--- src/rtl/lsq_pkg.sv ---
// Shared definitions for the link stability qualifier.
// Assumes one tick is TICK_US microseconds; window lengths are whole ticks.
package lsq_pkg;

    typedef enum logic [1:0] {
        LS_DOWN = 2'd0,
        LS_QUAL = 2'd1,
        LS_UP   = 2'd2
    } lsq_state_t;

    localparam int unsigned LSQ_MAX_US = 2000000;

    // Window length in microseconds for a 3-bit period code.
    function automatic int unsigned window_us(input logic [2:0] code);
        case (code)
            3'd0:    return 0;
            3'd1:    return 500;
            3'd2:    return 1000;
            3'd3:    return 64000;
            3'd4:    return 256000;
            3'd5:    return 512000;
            3'd6:    return 1000000;
            default: return 2000000;
        endcase
    endfunction

    // Window length in ticks for a tick period of tick_us microseconds.
    function automatic int unsigned window_ticks(input logic [2:0] code,
                                                 input int unsigned tick_us);
        return window_us(code) / tick_us;
    endfunction

endpackage

--- src/rtl/lsq_cfg.sv ---
// Period code register. Loads on a write strobe and resets to RESET_CODE.
// Flags a write whose value differs from the held code.
module lsq_cfg #(
    parameter logic [2:0] RESET_CODE = 3'd2
) (
    input  logic       clk,
    input  logic       rst_n,
    input  logic       wr,
    input  logic [2:0] wr_code,
    output logic [2:0] code_q,
    output logic       code_chg
);

    // Holds the active period code.
    always_ff @(posedge clk) begin
        if (!rst_n)
            code_q <= RESET_CODE;
        else if (wr)
            code_q <= wr_code;
    end

    // A write counts as a change only when the value differs.
    always_comb code_chg = wr && (wr_code != code_q);

endmodule

--- src/rtl/lsq_timer.sv ---
// Stability window counter. Counts ticks while run is high and clears
// when run is low. Saturates at the window limit of the active code.
// Assumes run is low for at least one cycle whenever the code changes.
module lsq_timer #(
    parameter int unsigned TICK_US = 1,
    parameter int unsigned CNT_W   = 21
) (
    input  logic       clk,
    input  logic       rst_n,
    input  logic       run,
    input  logic       tick,
    input  logic [2:0] code,
    output logic       done
);

    localparam int unsigned N_CODES = 8;

    logic [CNT_W-1:0] lim_tab [N_CODES];
    logic [CNT_W-1:0] limit;
    logic [CNT_W-1:0] cnt_q;

    // One constant limit per period code.
    for (genvar g = 0; g < N_CODES; g++) begin : g_lim
        assign lim_tab[g] = CNT_W'(lsq_pkg::window_ticks(3'(g), TICK_US));
    end

    // Picks the limit of the active code.
    always_comb limit = lim_tab[code];

    // Tick counter: cleared when idle, saturates at the limit.
    always_ff @(posedge clk) begin
        if (!rst_n || !run)
            cnt_q <= '0;
        else if (tick && (cnt_q < limit))
            cnt_q <= cnt_q + 1'b1;
    end

    // Window complete while still running.
    always_comb done = run && (cnt_q >= limit);

endmodule

--- src/rtl/lsq_fsm.sv ---
// Qualification state machine. Drops at once when the raw link falls and
// rises when the timer reports a complete window. Registers the change pulse.
module lsq_fsm (
    input  logic clk,
    input  logic rst_n,
    input  logic raw,
    input  logic done,
    input  logic code_chg,
    output logic run,
    output logic up,
    output logic chg
);

    import lsq_pkg::*;

    lsq_state_t state_q, state_d;

    // Next state from raw level, window result and code rewrite.
    always_comb begin
        if (!raw)
            state_d = LS_DOWN;
        else if (state_q == LS_UP)
            state_d = LS_UP;
        else if (done && !code_chg)
            state_d = LS_UP;
        else
            state_d = LS_QUAL;
    end

    // The timer runs only while qualifying without a code rewrite.
    always_comb run = raw && (state_q != LS_UP) && !code_chg;

    // State register.
    always_ff @(posedge clk) begin
        if (!rst_n)
            state_q <= LS_DOWN;
        else
            state_q <= state_d;
    end

    // Change pulse: high in the cycle after a transition of the up state.
    always_ff @(posedge clk) begin
        if (!rst_n)
            chg <= 1'b0;
        else
            chg <= (state_d == LS_UP) != (state_q == LS_UP);
    end

    // Qualified output.
    always_comb up = (state_q == LS_UP);

endmodule

--- src/rtl/link_stab_qual.sv ---
// Link-up stability qualifier top. Joins the period register, the window
// timer and the state machine. Assumes link_raw and us_tick are already
// synchronous to clk.
module link_stab_qual #(
    parameter int unsigned TICK_US    = 1,
    parameter logic [2:0]  RESET_CODE = 3'd2
) (
    input  logic       clk,
    input  logic       rst_n,
    input  logic       link_raw,
    input  logic       us_tick,
    input  logic       cfg_wr,
    input  logic [2:0] cfg_code,
    output logic       link_up,
    output logic       link_chg
);

    localparam int unsigned MAX_TICKS = lsq_pkg::LSQ_MAX_US / TICK_US;
    localparam int unsigned CNT_W     = $clog2(MAX_TICKS + 1);

    logic [2:0] active_code;
    logic       code_chg;
    logic       run;
    logic       done;

    lsq_cfg #(.RESET_CODE(RESET_CODE)) u_cfg (
        .clk      (clk),
        .rst_n    (rst_n),
        .wr       (cfg_wr),
        .wr_code  (cfg_code),
        .code_q   (active_code),
        .code_chg (code_chg)
    );

    lsq_timer #(.TICK_US(TICK_US), .CNT_W(CNT_W)) u_timer (
        .clk   (clk),
        .rst_n (rst_n),
        .run   (run),
        .tick  (us_tick),
        .code  (active_code),
        .done  (done)
    );

    lsq_fsm u_fsm (
        .clk      (clk),
        .rst_n    (rst_n),
        .raw      (link_raw),
        .done     (done),
        .code_chg (code_chg),
        .run      (run),
        .up       (link_up),
        .chg      (link_chg)
    );

endmodule

--- config.mk ---
export PLATFORM = sky130hd
export DESIGN_NAME = link_stab_qual
export DESIGN_NICKNAME = d
export VERILOG_FILES = /design/src/rtl/lsq_pkg.sv /design/src/rtl/lsq_cfg.sv /design/src/rtl/lsq_timer.sv /design/src/rtl/lsq_fsm.sv /design/src/rtl/link_stab_qual.sv
export SDC_FILE = /design/constraint.sdc
export NUM_CORES = 1
export LEC_CHECK = 0
export BUFFER_PORTS_ARGS = -buffer_cell sky130_fd_sc_hd__buf_2
export CORE_MARGIN = 2
export CORE_UTILIZATION = 55
export CTS_BUF_LIST = sky130_fd_sc_hd__clkbuf_8
export CTS_CLUSTER_DIAMETER = 80
export DETAILED_ROUTE_END_ITERATION = 8
export GPL_TIMING_DRIVEN = 0
export PLACE_DENSITY_LB_ADDON = 0.2
export SYNTH_ARGS = -nofsm -noshare
export SYNTH_HDL_FRONTEND = slang
export SYNTH_SLANG_ARGS = --single-unit
export TNS_END_PERCENT = 5
--- constraint.sdc ---
create_clock -name clk -period 3.1 [get_ports clk]
set_input_delay 0 -clock clk [delete_from_list [all_inputs] [get_ports clk]]
set_output_delay 0 -clock clk [all_outputs]
set_load 0.05 [all_outputs]
==> results.md <==
- Most common cell after layout, fill and taps aside: ha_1
- Main synth FF type: dfxtp_1
- Nets: 284
- CTS buffer count: 3
- Vias in the first global route: ~1600
- Slew @ Worst Pin: between 0.4 and 0.5 ns
- Register share of total power: 0.518
- Port buffer count: 9
- Worst EP required: 3.33 ns
- Cell Area, Placed: 2020 sq um
- Pins Over Slew Limit: 0
- Grt ovf: 0
- Most frequent cells in the layout: ha_1 (27), a21oi_1 (26), dfxtp_1 (25), o21ai_0 (17), nand2_1 (16)
- RD Place Congestion: ~0.85
- Pwr/cell area: 323 nW/um^2
- Die H: between 60 and 70 um
- Worst-Skew Late Latency: 0.29 ns
- Pin count of the biggest net entering global routing: 18
- Final period util: 0.936
- Clock Root Buffer: clkbuf_8
- Post-DRT Antenna Nets: 0
- Clock sinks: 27
- Max Cap Violations: 0
- Post-route cell area: 2130 sq um
- Yosys cell types: 38
- #FFs+latches synth: 27
- Router iterations before antenna repair: 4
- Diodes inserted: 0
- Crit Path Max Fanout: 10
- Post-synth EDFFs: 0
- Clk_skew: 0.00460 ns
- Worst-path cell chain: inv_1 -> ha_1 -> nor2b_2 -> inv_1 -> ha_1 -> a21oi_1 -> o21ai_0 -> a2bb2oi_2 -> nand4_2 -> buf_6 -> or4_1 -> a21oi_1
- CTS clk-pin slew, worst paths: 0.11 ns
- Area Overhead vs Synth: 11.0%
- Placed Cells: about 290
- Hold Path Class: in -> reg
- Io pins: 10
- Sw power: between 0.15 and 0.2 mW
- # setup viols final: 0
- Internal power: a little under 0.5 mW
- Worst slack, placed: -0.00604 ns
- CP max stage cell: or4_1
- Crit end category: register
- Die Wd: between 60 and 70 um
- Leading area contributor after synthesis: dfxtp_1
- WL per Instance: 14.6 um
- Crit-path max cell delay: just over 0.5 ns
- Leading post-synthesis cells by cell area: dfxtp_1 (28%), ha_1 (18%), a21oi_1 (7.0%)
- DRT iter0 DRCs: 88
- CTS HTree Levels: 1
- Fraction of layout cells with a size suffix above 1: 0.129
- Final core utilization: 0.638
- CP delay by family, top: simple AND/OR/NAND/NOR gates
- First-pass GRT wire length: between 7 and 8 mm
- Initial antenna violation count: 0
- Slew HR: 0.676
- Number of core rows: 21
- Switching Share: 0.287
- Post-route setup slack: about 0.2 ns
- Non-filler cells, final: 294
- DR vias/cell: approximately 5.8
- Post-Synthesis Net Count: about 270
- Initial Util: 0.575
- DR vias: 1709
- Yosys Warn Count: 0
- CP arrival: around 3.1 ns
- Crit path buf inv count: 3
- Crit Path Class: reg -> reg
- Final Power: 0.688 mW
- Static Leakage: 0.825 nW
- Max Clock Freq: about 340 MHz
- Die area: around 4000 sq um
- Syn Inst Count: approximately 230
- Clk buf depth: 2
- Crit path launch type: register
- Clock power frac: 0.325
- Total track usage: 0.232
- Mapped Area: 1920 sq um
- Peak VDD IR: roughly 0.17 mV
- Mean post-synth cell area: 8.30 sq um
- Routed wire length: between 4 and 5 mm
- DP Wirelength: roughly 3.3 mm
- CTS tree: built
- Core footprint: roughly 3300 sq um
- Post-route minimum period: around 2.9 ns
- Outcome: finished clean
- Final Hold Slack: 0.0163 ns
- Hold violation count in the final report: 0
- Setup Total Neg Slack: 0 ns
- Post-synthesis sequential area ratio: 0.282
- Area share of the leading cell type in the synthesized netlist: 0.282
- DRC: 0
- Setup bufs post-CTS: 0
- Comb power frac: 0.157
- Synth async-reset ratio: 0
-- metal layers --
metal | vias to the layer above | part of all wire | GRT usage
met3 | 7 | 0.031 | 0.0268
met4 | 0 | 0.014 | 0.0611
met1 | 792 | 0.50 | 0.333
met5 | - | 0 | 0
li1 | 883 | - | -
met2 | 27 | 0.46 | 0.370
-- path summary, 6_finish.rpt --
check,slack (ns),startpoint,cells after the start,end
min,0.02,rst_n,3,u_fsm.state_q[1]$_SDFF_PN0_
max reg2reg,0.20,u_cfg.code_q[0]$_SDFFE_PN0P_,12,u_timer.cnt_q[12]$_SDFFE_PP0P_
max,0.20,u_cfg.code_q[0]$_SDFFE_PN0P_,12,u_timer.cnt_q[12]$_SDFFE_PP0P_
min reg2reg,0.49,u_timer.cnt_q[20]$_SDFFE_PP0P_,2,u_timer.cnt_q[20]$_SDFFE_PP0P_
-- cell type report --
type,instances,area [sq um]
Multi-Input combinational cell,184,1280
Fill cell,315,1210
Sequential cell,27,546
Timing Repair Buffer,13,85.1
Buffer,8,62.6
Tap cell,46,57.6
Inverter,12,45.0
Clock buffer,3,41.3
Clock inverter,1,8.76
-- tightest hold or removal path, stage by stage --
cell and delay (ns):
buf_2 0.13, nand2_1 0.09, nor2_1 0.05
-- power groups by stage --
stage | clock network (mW) | logic [mW] | registers [mW]
6_report | 0.223 | 0.108 | 0.357
5_1_grt | 0.244 | 0.120 | 0.357
4_1_cts | 0.227 | 0.104 | 0.356
3_5_place_dp | 0 | 0.0995 | 0.364
3_3_place_gp | 0 | 0.0976 | 0.364
2_1_floorplan | 0 | 0.0720 | 0.363
-- registers in the layout, summed over array words and instances (netlist names) --
register / cells
u_fsm.state_q: 2
u_fsm.chg: 1
u_timer.cnt_q: 21
u_cfg.code_q: 3
-- kinds of logic after synthesis --
group | share of synthesized area
AND/OR/NAND/NOR | 0.244
AO/OA/AOI/OAI | 0.182
adder cells (fa/ha/maj) | 0.176
flip-flops | 0.282
buffers and inverters | 0.0554
multiplexers | 0.0424
XOR/XNOR | 0.0183
-- synth_stat cells, drive strengths merged, types with 2 or more instances --
library cell  instances
o21a                  2
or4                   5
xor2                  3
nand2                16
nor3                  5
nand3                12
o21ai                18
dfxtp                27
nand4                 9
a21oi                29
and2                  2
nand2b                3
or3                  13
ha                   27
and3                  3
inv                  12
o31ai                 6
mux2i                 7
nor2b                 2
nor2                 14
buf                   6
-- what timing repair did --
item	CTS	global route
hold buffers	4	0
endpoints found under the hold margin	4	0
resized for setup	1	6
setup endpoints to repair	2	21
No activity file was read; power rests on OpenSTA's default activity.
